===== src/rtl/rect_engine.sv =====
module rect_engine #(
  parameter int CW   = 8,
  parameter int XRES = 16,
  parameter int YRES = 8,
  localparam int AW  = $clog2(XRES * YRES)
) (
  input  logic          clk,
  input  logic          rst_n,
  input  logic          reg_wr,
  input  logic          reg_rd,
  input  logic [4:0]    reg_addr,
  input  logic [31:0]   reg_wdata,
  output logic          reg_ready,
  output logic [31:0]   reg_rdata,
  output logic          pix_we,
  output logic          pix_re,
  output logic [AW-1:0] pix_addr,
  output logic [7:0]    pix_wdata,
  output logic [7:0]    pix_wmask,
  input  logic [7:0]    pix_rdata
);
  localparam logic [4:0] A_STAT = 5'd0, A_FG = 5'd1, A_PM = 5'd2, A_DRAW = 5'd3,
                         A_BLIT = 5'd4, A_RY = 5'd5, A_RX = 5'd6, A_CMINX = 5'd8,
                         A_CMINY = 5'd9, A_CMAXX = 5'd10, A_CMAXY = 5'd11;
  localparam int BUSY_BIT = 28;
  localparam logic [31:0] RETRY = 32'hA000_0000;

  typedef enum logic [1:0] {S_IDLE, S_FILL, S_CRD, S_CWR} st_t;
  st_t st;

  logic [7:0]    fg, pmask;
  logic [CW-1:0] cminx, cminy, cmaxx, cmaxy;
  logic [CW-1:0] fx0, fy0, fx1, fy1;
  logic          fph;
  logic [CW-1:0] vx [4];
  logic [CW-1:0] vy [4];
  logic [CW-1:0] bx, by, dx, dy, wm1, hm1, ox, oy;
  logic          rx, ry;

  wire busy        = (st != S_IDLE);
  wire wr_ok       = reg_wr && !busy;
  wire launch_fill = reg_rd && !busy && reg_addr == A_DRAW;
  wire launch_copy = reg_rd && !busy && reg_addr == A_BLIT;
  wire is_vert     = reg_addr[4] && !reg_addr[3];

  wire fill_empty = (fx1 <= fx0) || (fy1 <= fy0);
  wire copy_empty = (vx[1] < vx[0]) || (vy[1] < vy[0]) || (vx[3] < vx[2]) || (vy[3] < vy[2]);
  wire [CW-1:0] ws = vx[1] - vx[0], wd = vx[3] - vx[2];
  wire [CW-1:0] hs = vy[1] - vy[0], hd = vy[3] - vy[2];
  wire [CW-1:0] cwm1 = (ws < wd) ? ws : wd;
  wire [CW-1:0] chm1 = (hs < hd) ? hs : hd;

  wire [CW-1:0] colx = rx ? wm1 - ox : ox;
  wire [CW-1:0] rowy = ry ? hm1 - oy : oy;
  wire [CW-1:0] sxp = bx + colx, syp = by + rowy;
  wire [CW-1:0] dxp = dx + colx, dyp = dy + rowy;
  wire [AW-1:0] saddr = AW'(int'(syp) * XRES + int'(sxp));
  wire [AW-1:0] daddr = AW'(int'(dyp) * XRES + int'(dxp));
  wire inclip = (dxp >= cminx) && (dxp <= cmaxx) && (dyp >= cminy) && (dyp <= cmaxy);

  assign reg_ready = !(reg_wr && busy);
  assign pix_re    = (st == S_CRD);
  assign pix_we    = (st == S_FILL || st == S_CWR) && inclip;
  assign pix_addr  = pix_re ? saddr : daddr;
  assign pix_wdata = (st == S_FILL) ? fg : pix_rdata;
  assign pix_wmask = pmask;

  always_comb begin
    reg_rdata = '0;
    case (reg_addr)
      A_STAT:  reg_rdata[BUSY_BIT] = busy;
      A_DRAW, A_BLIT: reg_rdata = busy ? RETRY : 32'd0;
      A_FG:    reg_rdata = {24'd0, fg};
      A_PM:    reg_rdata = {24'd0, pmask};
      A_CMINX: reg_rdata = 32'(cminx);
      A_CMINY: reg_rdata = 32'(cminy);
      A_CMAXX: reg_rdata = 32'(cmaxx);
      A_CMAXY: reg_rdata = 32'(cmaxy);
      default: reg_rdata = '0;
    endcase
  end

  always_ff @(posedge clk) begin
    if (!rst_n) begin
      st <= S_IDLE;
      fg <= '0; pmask <= '1;
      cminx <= '0; cminy <= '0;
      cmaxx <= CW'(XRES - 1); cmaxy <= CW'(YRES - 1);
      fx0 <= '0; fy0 <= '0; fx1 <= '0; fy1 <= '0; fph <= 1'b0;
      for (int k = 0; k < 4; k++) begin vx[k] <= '0; vy[k] <= '0; end
      bx <= '0; by <= '0; dx <= '0; dy <= '0;
      wm1 <= '0; hm1 <= '0; ox <= '0; oy <= '0; rx <= 1'b0; ry <= 1'b0;
    end else begin
      if (wr_ok) begin
        if (is_vert) begin
          if (reg_addr[0]) vy[reg_addr[2:1]] <= reg_wdata[CW-1:0];
          else             vx[reg_addr[2:1]] <= reg_wdata[CW-1:0];
        end
        case (reg_addr)
          A_FG:    fg    <= reg_wdata[7:0];
          A_PM:    pmask <= reg_wdata[7:0];
          A_CMINX: cminx <= reg_wdata[CW-1:0];
          A_CMINY: cminy <= reg_wdata[CW-1:0];
          A_CMAXX: cmaxx <= reg_wdata[CW-1:0];
          A_CMAXY: cmaxy <= reg_wdata[CW-1:0];
          A_RY: if (fph) fy1 <= reg_wdata[CW-1:0]; else fy0 <= reg_wdata[CW-1:0];
          A_RX: begin
            if (fph) fx1 <= reg_wdata[CW-1:0]; else fx0 <= reg_wdata[CW-1:0];
            fph <= !fph;
          end
          default: ;
        endcase
      end
      case (st)
        S_IDLE: begin
          ox <= '0; oy <= '0;
          if (launch_fill) begin
            fph <= 1'b0;
            if (!fill_empty) begin
              bx <= fx0; by <= fy0; dx <= fx0; dy <= fy0;
              wm1 <= fx1 - fx0 - 1'b1; hm1 <= fy1 - fy0 - 1'b1;
              rx <= 1'b0; ry <= 1'b0;
              st <= S_FILL;
            end
          end else if (launch_copy && !copy_empty) begin
            bx <= vx[0]; by <= vy[0]; dx <= vx[2]; dy <= vy[2];
            wm1 <= cwm1; hm1 <= chm1;
            rx <= vx[2] > vx[0]; ry <= vy[2] > vy[0];
            st <= S_CRD;
          end
        end
        S_CRD: st <= S_CWR;
        default: begin
          if (ox == wm1) begin
            ox <= '0;
            if (oy == hm1) begin
              oy <= '0;
              st <= S_IDLE;
            end else begin
              oy <= oy + 1'b1;
              if (st == S_CWR) st <= S_CRD;
            end
          end else begin
            ox <= ox + 1'b1;
            if (st == S_CWR) st <= S_CRD;
          end
        end
      endcase
    end
  end

  AST_CFG_FROZEN: assert property (@(posedge clk) disable iff (!rst_n)
    busy |=> $stable(fg) && $stable(pmask) && $stable(cmaxx));
  AST_START_BY_READ: assert property (@(posedge clk) disable iff (!rst_n)
    $rose(busy) |-> $past(reg_rd));
  AST_RETRY_KEEPS_OP: assert property (@(posedge clk) disable iff (!rst_n)
    (busy && reg_rd) |=> $stable(bx) && $stable(dx) && $stable(wm1) && busy || $past(ox == wm1 && oy == hm1));
  AST_EMPTY_NO_RUN: assert property (@(posedge clk) disable iff (!rst_n)
    (launch_fill && fill_empty) |=> !busy);
  AST_COPY_READ_FIRST: assert property (@(posedge clk) disable iff (!rst_n)
    (st == S_CWR) |-> $past(pix_re));
  AST_ONE_ACCESS: assert property (@(posedge clk) disable iff (!rst_n)
    !(pix_we && pix_re));
endmodule


===== config.mk =====
export PLATFORM = sky130hd
export DESIGN_NAME = rect_engine
export DESIGN_NICKNAME = d
export VERILOG_FILES = /design/src/rtl/rect_engine.sv
export SDC_FILE = /design/constraint.sdc
export NUM_CORES = 1
export LEC_CHECK = 0
export BUFFER_PORTS_ARGS = -buffer_cell sky130_fd_sc_hd__buf_4
export CAP_MARGIN = 10
export CORE_ASPECT_RATIO = 0.9
export CORE_MARGIN = 10
export CORE_UTILIZATION = 40
export CTS_CLUSTER_DIAMETER = 100
export CTS_CLUSTER_SIZE = 16
export DETAILED_ROUTE_END_ITERATION = 8
export MAX_ROUTING_LAYER = met4
export PLACE_DENSITY = 0.67
export SLEW_MARGIN = 20
export SYNTH_ARGS = -nofsm -noshare
export SYNTH_HDL_FRONTEND = slang
export SYNTH_SLANG_ARGS = --single-unit

===== constraint.sdc =====
create_clock -name clk -period 9.4 [get_ports clk]
set_input_delay 1.88 -clock clk [delete_from_list [all_inputs] [get_ports clk]]
set_output_delay 1.88 -clock clk [all_outputs]
set_load 0.005 [all_outputs]

Word level (Yosys, flattened, before mapping). Memories as Yosys holds them, arrays and structs flattened. Index checks and enable logic that the tools add are counted.

Flip-flop bits (word level): 143. Memory bits (writable): 64. Bits of input ports: 49. Logic and storage cells: 182. Memories: 2.

$add $sub $neg: 18. Order comparisons: 14. Equal/unequal tests: 18. Multiplexer cells: 64. Bitwise operators: 2. Reduce and logical (&&, ||, !) cells: 42.

Memories: vx (depth 4, bits a word 8, rd ports 4, clocked after memory_dff 0, write ports 4, RTL line 35) `logic [CW-1:0] vx [4];`; vy (depth 4, bits a word 8, rd ports 4, clocked after memory_dff 0, write ports 4, RTL line 36) `logic [CW-1:0] vy [4];`.

Operators with widths (count): 28-bit one-hot mux with 7 select lines (1); 8-bit two-way mux (22); 8-bit subtractor (8); 8-bit less-than comparator (6); 8-bit <= comparator (4); 32-bit two-way mux (1); 8-bit one-hot mux with 2 select lines (2); 1-bit two-way mux (22); 7-bit adder (3); 7-bit two-way mux (3); 5-bit by 4-bit == test with 1-bit output (second input constant) (4); 8-bit by 1-bit adder with 8-bit output (second input constant) (2); 8-bit adder (2); 8-bit == test (2); 8-bit >= comparator (2); 8-bit > comparator (2); 2-bit two-way mux (8); 2-bit AND reduction (8); 8-bit OR reduction (2); 8-bit by 1-bit subtractor with 8-bit output (second input constant) (2); 5-bit by 3-bit == test with 1-bit output (second input constant) (3); 3-bit AND reduction (5); 1-bit logical AND (11); 5-bit by 2-bit == test with 1-bit output (second input constant) (2); 16 further kinds (31).

Longest topological paths before layout. An unclocked memory read counts as a cell.

Depth after elaboration: 10. Depth in mapped cells: 21. Mapped depth without buffers: 21.

Least setup slack after synthesis. Ideal clock, no wire load.

Kind: flip-flop to output port. Start: register oy[0]. End: output port pix_we. Arrival time: 3663 ps. Data required time: 7520 ps. Slack: 3857 ps. Stages on the path, launching flop included: 21. Cells stage by stage: dfxtp_1 ha_1 inv_1 fa_1 a21o_1 a21oi_1 xnor2_1 nand2_1 o21ai_0 ha_1 a21oi_1 o21ai_0 a21o_1 a21oi_1 xnor2_1 xnor2_1 ha_1 nand3_1 nor3_1 a21oi_1 nor4b_1.

Word-level cells in the longest chain between the ends: 7. Elaborated cells on any way between the ends: 8. Classes of those cells: add/sub: 2; order compare: 2; mux: 1; reduce/logical: 3.

RTL lines: start: declaration (RTL line 37) `logic [CW-1:0] bx, by, dx, dy, wm1, hm1, ox, oy;`; start signal: assignment (RTL line 140) `oy <= oy + 1'b1;`; 8-bit subtractor (RTL line 54) `wire [CW-1:0] rowy = ry ? hm1 - oy : oy;`; 8-bit two-way mux (*) (RTL line 54); 8-bit adder (*) (RTL line 56) `wire [CW-1:0] dxp = dx + colx, dyp = dy + rowy;`; 8-bit >= comparator (RTL line 59) `wire inclip = (dxp >= cminx) && (dxp <= cmaxx) && (dyp >= cminy) && (dyp <= cmaxy);`; 1-bit logical AND (RTL line 59); 1-bit logical AND (*) (RTL line 59); 1-bit logical AND (*) (RTL line 63) `assign pix_we = (st == S_FILL || st == S_CWR) && inclip;`; end: declaration (RTL line 15) `output logic pix_we,`.

Mark *: on every way between the ends. The rest lies on a longest branch, timed or not.

Final worst setup path. Same ends and word-level chain as after synthesis.

==> summary.txt <==
Timing
  • Fin. Hold Viols: 0
  • Final Setup Violations: 0
  • TNS Setup: 0 ns
  • Fin. max-slew vios: 0
  • Worst setup margin: 2.661 ns
  • Fmax: 148.4 MHz
  • RSZ-0062 raised after global routing: false
  • Tmin final: 6.739 ns
  • Skew final: 0.01977 ns
  • Max-slew headroom: 25.25%
  • Slew @ Worst Pin: 1.115 ns
  • Fin crit share: 71.69%

Routing
  • Remaining DRCs: 0
  • Wirelength per Cell: 19.19 um
  • Initial DRC count: 1103
  • Final ANT Viol Nets: 0
  • Vias/cell: 5.601
  • First drt pass iteration count: 5
  • Vias post-DR: 12.22k
  • Final wirelength: 41860 um

Critical path
  • Critical Path RT: 7.52 ns
  • RR Endpoint: hm1[5]
  • CP Capture Type: primary output
  • Largest incremental delay on the critical path: 0.43 ns
  • Cells along the critical path: ha_1 > inv_1 > fa_1 > a21o_1 > a21oi_1 > xnor2_1 > nand2_1 > o21ai_0 > ha_1 > a21oi_1 > o21ai_0 > a21o_1 > a21oi_1 > xnor2_1 > xnor2_1 > ha_1 > nand3_1 > o21bai_1 > a21oi_1 > nor4b_1 > buf_4
  • WS Path Type: reg -> out
  • Slowest cell on the critical path: dfxtp_1
  • Crit path max fanout: 6
  • R2R setup slack: 5.41 ns
  • Worst Reg2Reg Path Length in Cells: 16
  • Crit start category: flop
  • Start of the worst register-to-register path: vy[1][0]
  • Top cell by count, worst path: a21oi_1
  • Critical Path AT: 4.86 ns

Synth
  • Number of synthesized flops with an enable pin: 64
  • Cell taking the most area after synthesis: dfxtp_1
  • Ys flop type: dfxtp_1
  • Synth cell types: 72
  • Avg Inst Size Synth: 8.498 um^2
  • Synth top area share: 19.89%
  • Synth async-reset ratio: 0%
  • Register bit total from synthesis: 207
  • Count leader, synth: nand2_1
  • Area contributors post-synth: dfxtp_1 (20%), ha_1 (13%), edfxtp_1 (13%)
  • Cells after synthesis: 1694
  • Mapped cell area: 14400 um^2
  • Register area share after synthesis: 33.23%
  • Yosys warnings: 0
  • Top cells by count, synth: nand2_1 (157), ha_1 (155), nor2_1 (150)

Clock network
  • Post-CTS Setup Inserts: 0
  • H-tree depth: 1
  • Clk Latency, worst-skew pair: 0.50 ns
  • Register clock-pin slew on the reported worst setup and hold paths: 0.08 ns
  • CTS Buf Count: 16
  • CTS Hold Bufs: 0
  • Post_cts resized: 0
  • CTS tree: done
  • Root Buffer: clkbuf_16
  • Clock tree buffer depth: 3
  • Clock Sinks: 207

Place
  • Detail Placement HPWL: 31240 um
  • Pre-CTS WS: 3.145 ns
  • Placed cells: 2158
  • Final Wtd Congestion: 0.9538
  • Post-DP Area: 15120 um^2
  • PortBufs: 61

Pwr
  • Power Density: 120.7 nW/um^2
  • IR drop worst, VDD: 0.1086 mV
  • Pleak: 6.493 nW

Floorplanning
  • IO Count: 107
  • Die W: 220.0 um
  • Initial core utilization: 40.79%
  • Die ar.: 43990 um^2
  • Core Area: 35300 um^2
  • Chip Height: 200.0 um
  • Rows: 65

Global route
  • Antenna violations before repair: 0
  • Grt ovf: 0
  • Pin count of the biggest net entering global routing: 90
  • Vias in the first global route: 11.98k
  • First-pass GRT wire length: 66100 um
  • Total track usage: 19.45%

Layout
  • Design area: 15590 um^2
  • Nets: 1926
  • # diodes: 0
  • Final non-filler cell total: 2181
  • Share of cells above drive strength 1: 7.535%
  • Area Growth Syn to Fin: 8.283%

Worst hold path
  • Hold path endpoint: cminy[3]
  • Hold Startpoint: cminy[3]
  • Hold Path Cell Cnt: 2
  • Hold Crit Class: reg -> reg

Outcome
  • Status: completed

Flow run
  • Max cap viols: 0
[registers in the layout, indices dropped and copies added, names as in the netlist, 3 cells and up]
| name | cells |
|---|---|
| wm1 | 8 |
| dy | 8 |
| cmaxx | 8 |
| cminy | 8 |
| by | 3 |
| vy | 32 |
| cmaxy | 8 |
| pix_wmask | 8 |
| fx1 | 8 |
| oy | 8 |
| dx | 8 |
| fg | 8 |
| fy0 | 8 |
| ox | 8 |
| fy1 | 8 |
| vx | 32 |
| cminx | 8 |
| fx0 | 8 |
| bx | 7 |
| hm1 | 8 |
[layout by cell type (no fill, tap or decap), types with 4 or more instances in the layout]
cell type / netlist / final
o21ai_0: 67 / 64
o21a_1: 21 / 21
clkbuf_16: 0 / 17
nor2b_1: 16 / 16
and3_1: 22 / 22
a21oi_1: 136 / 136
o31a_1: 4 / 4
fa_1: 15 / 15
o21bai_1: 11 / 11
xnor2_1: 42 / 42
xor2_1: 25 / 25
conb_1: 1 / 21
dfxtp_1: 143 / 143
buf_4: 25 / 73
a211oi_2: 6 / 7
inv_1: 137 / 137
and2_1: 57 / 57
edfxtp_1: 64 / 64
or3_1: 14 / 14
a211oi_1: 21 / 20
nand3_1: 67 / 67
a311oi_1: 5 / 5
nand4b_1: 4 / 4
nor2_1: 150 / 150
nand2b_1: 24 / 24
mux2i_1: 38 / 38
nand4_1: 9 / 9
nand2_1: 157 / 157
nor3_1: 37 / 33
ha_1: 155 / 155
a21o_1: 25 / 25
o211ai_1: 14 / 14
a22oi_1: 27 / 27
nor3_2: 1 / 5
nor4_1: 7 / 7
a31oi_1: 10 / 10
clkbuf_1: 56 / 5
o2111ai_1: 5 / 5
mux2_2: 11 / 11
[critical path: cells and delay by family, from the launching register on]
| kind | cells | cell delay, ns |
|---|---|---|
| AO/OA/AOI/OAI | 9 | 1.49 |
| adder cells (fa/ha/maj) | 4 | 1.26 |
| XOR/XNOR | 3 | 0.54 |
| AND/OR/NAND/NOR | 3 | 0.44 |
| flip-flops | 1 | 0.43 |
| buffers and inverters | 2 | 0.22 |
[report_power, final]
group / internal, mW / switching (mW) / total, mW / leakage [nW]
combinational: 0.104 / 0.176 / 0.280 / 4.46
clock: 0.329 / 0.329 / 0.659 / 0.221
sequential: 0.932 / 0.0108 / 0.943 / 1.82
[worst max-delay path by stage]
| stage | slack [ns] | to | start |
|---|---|---|---|
| floorplan | 3.86 | pix_we | oy[0] |
| global placement | 3.16 | pix_we | oy[0] |
| detailed placement | 3.14 | pix_we | oy[0] |
| CTS | 2.57 | pix_we | oy[0] |
| global route | 2.26 | pix_we | oy[0] |
| finish | 2.66 | pix_we | oy[0] |
[logic make-up (layout without fill, tap and decap cells)]
group,after synthesis,in the layout,share of synthesized area [%]
and+or+nand+nor,587,587,19.72
other,1,21,0.02605
AOI/OAI and AO/OA,377,377,16.77
adders and majority gates,170,170,15.56
xor gates and xnor gates,67,67,4.076
muxes,49,49,3.502
DFF,207,207,33.23
buffers and inverters,236,234,7.118
[routing by layer]
layer	global-route usage [%]	vias up	routed length, um
met4	4.866	0	1007
met3	2.679	69	2469
met5	-	-	0
li1	-	5892	-
met1	25.82	5908	19430
met2	30.73	347	18950
[metrics by stage]
step	utilization [%]	hold WS, ns	power (mW)
after floorplan	-	0.4362	1.160
after global placement	42.81	0.4534	1.230
after detailed placement	42.85	0.4620	1.239
after CTS	44.12	0.4722	1.892
after global routing	44.17	0.4956	1.961
final	44.17	0.4719	1.882
[cell type report]
type                            count  area (um^2)
Fill cell                        3541        19710
Multi-Input combinational cell   1271         8702
Sequential cell                   207         4785
Tap cell                          469        586.8
Timing Repair Buffer               73        548.0
Inverter                          138        519.2
Clock buffer                       22        444.2
Clock inverter                      1        3.754
No activity file was read; power rests on OpenSTA's default activity.
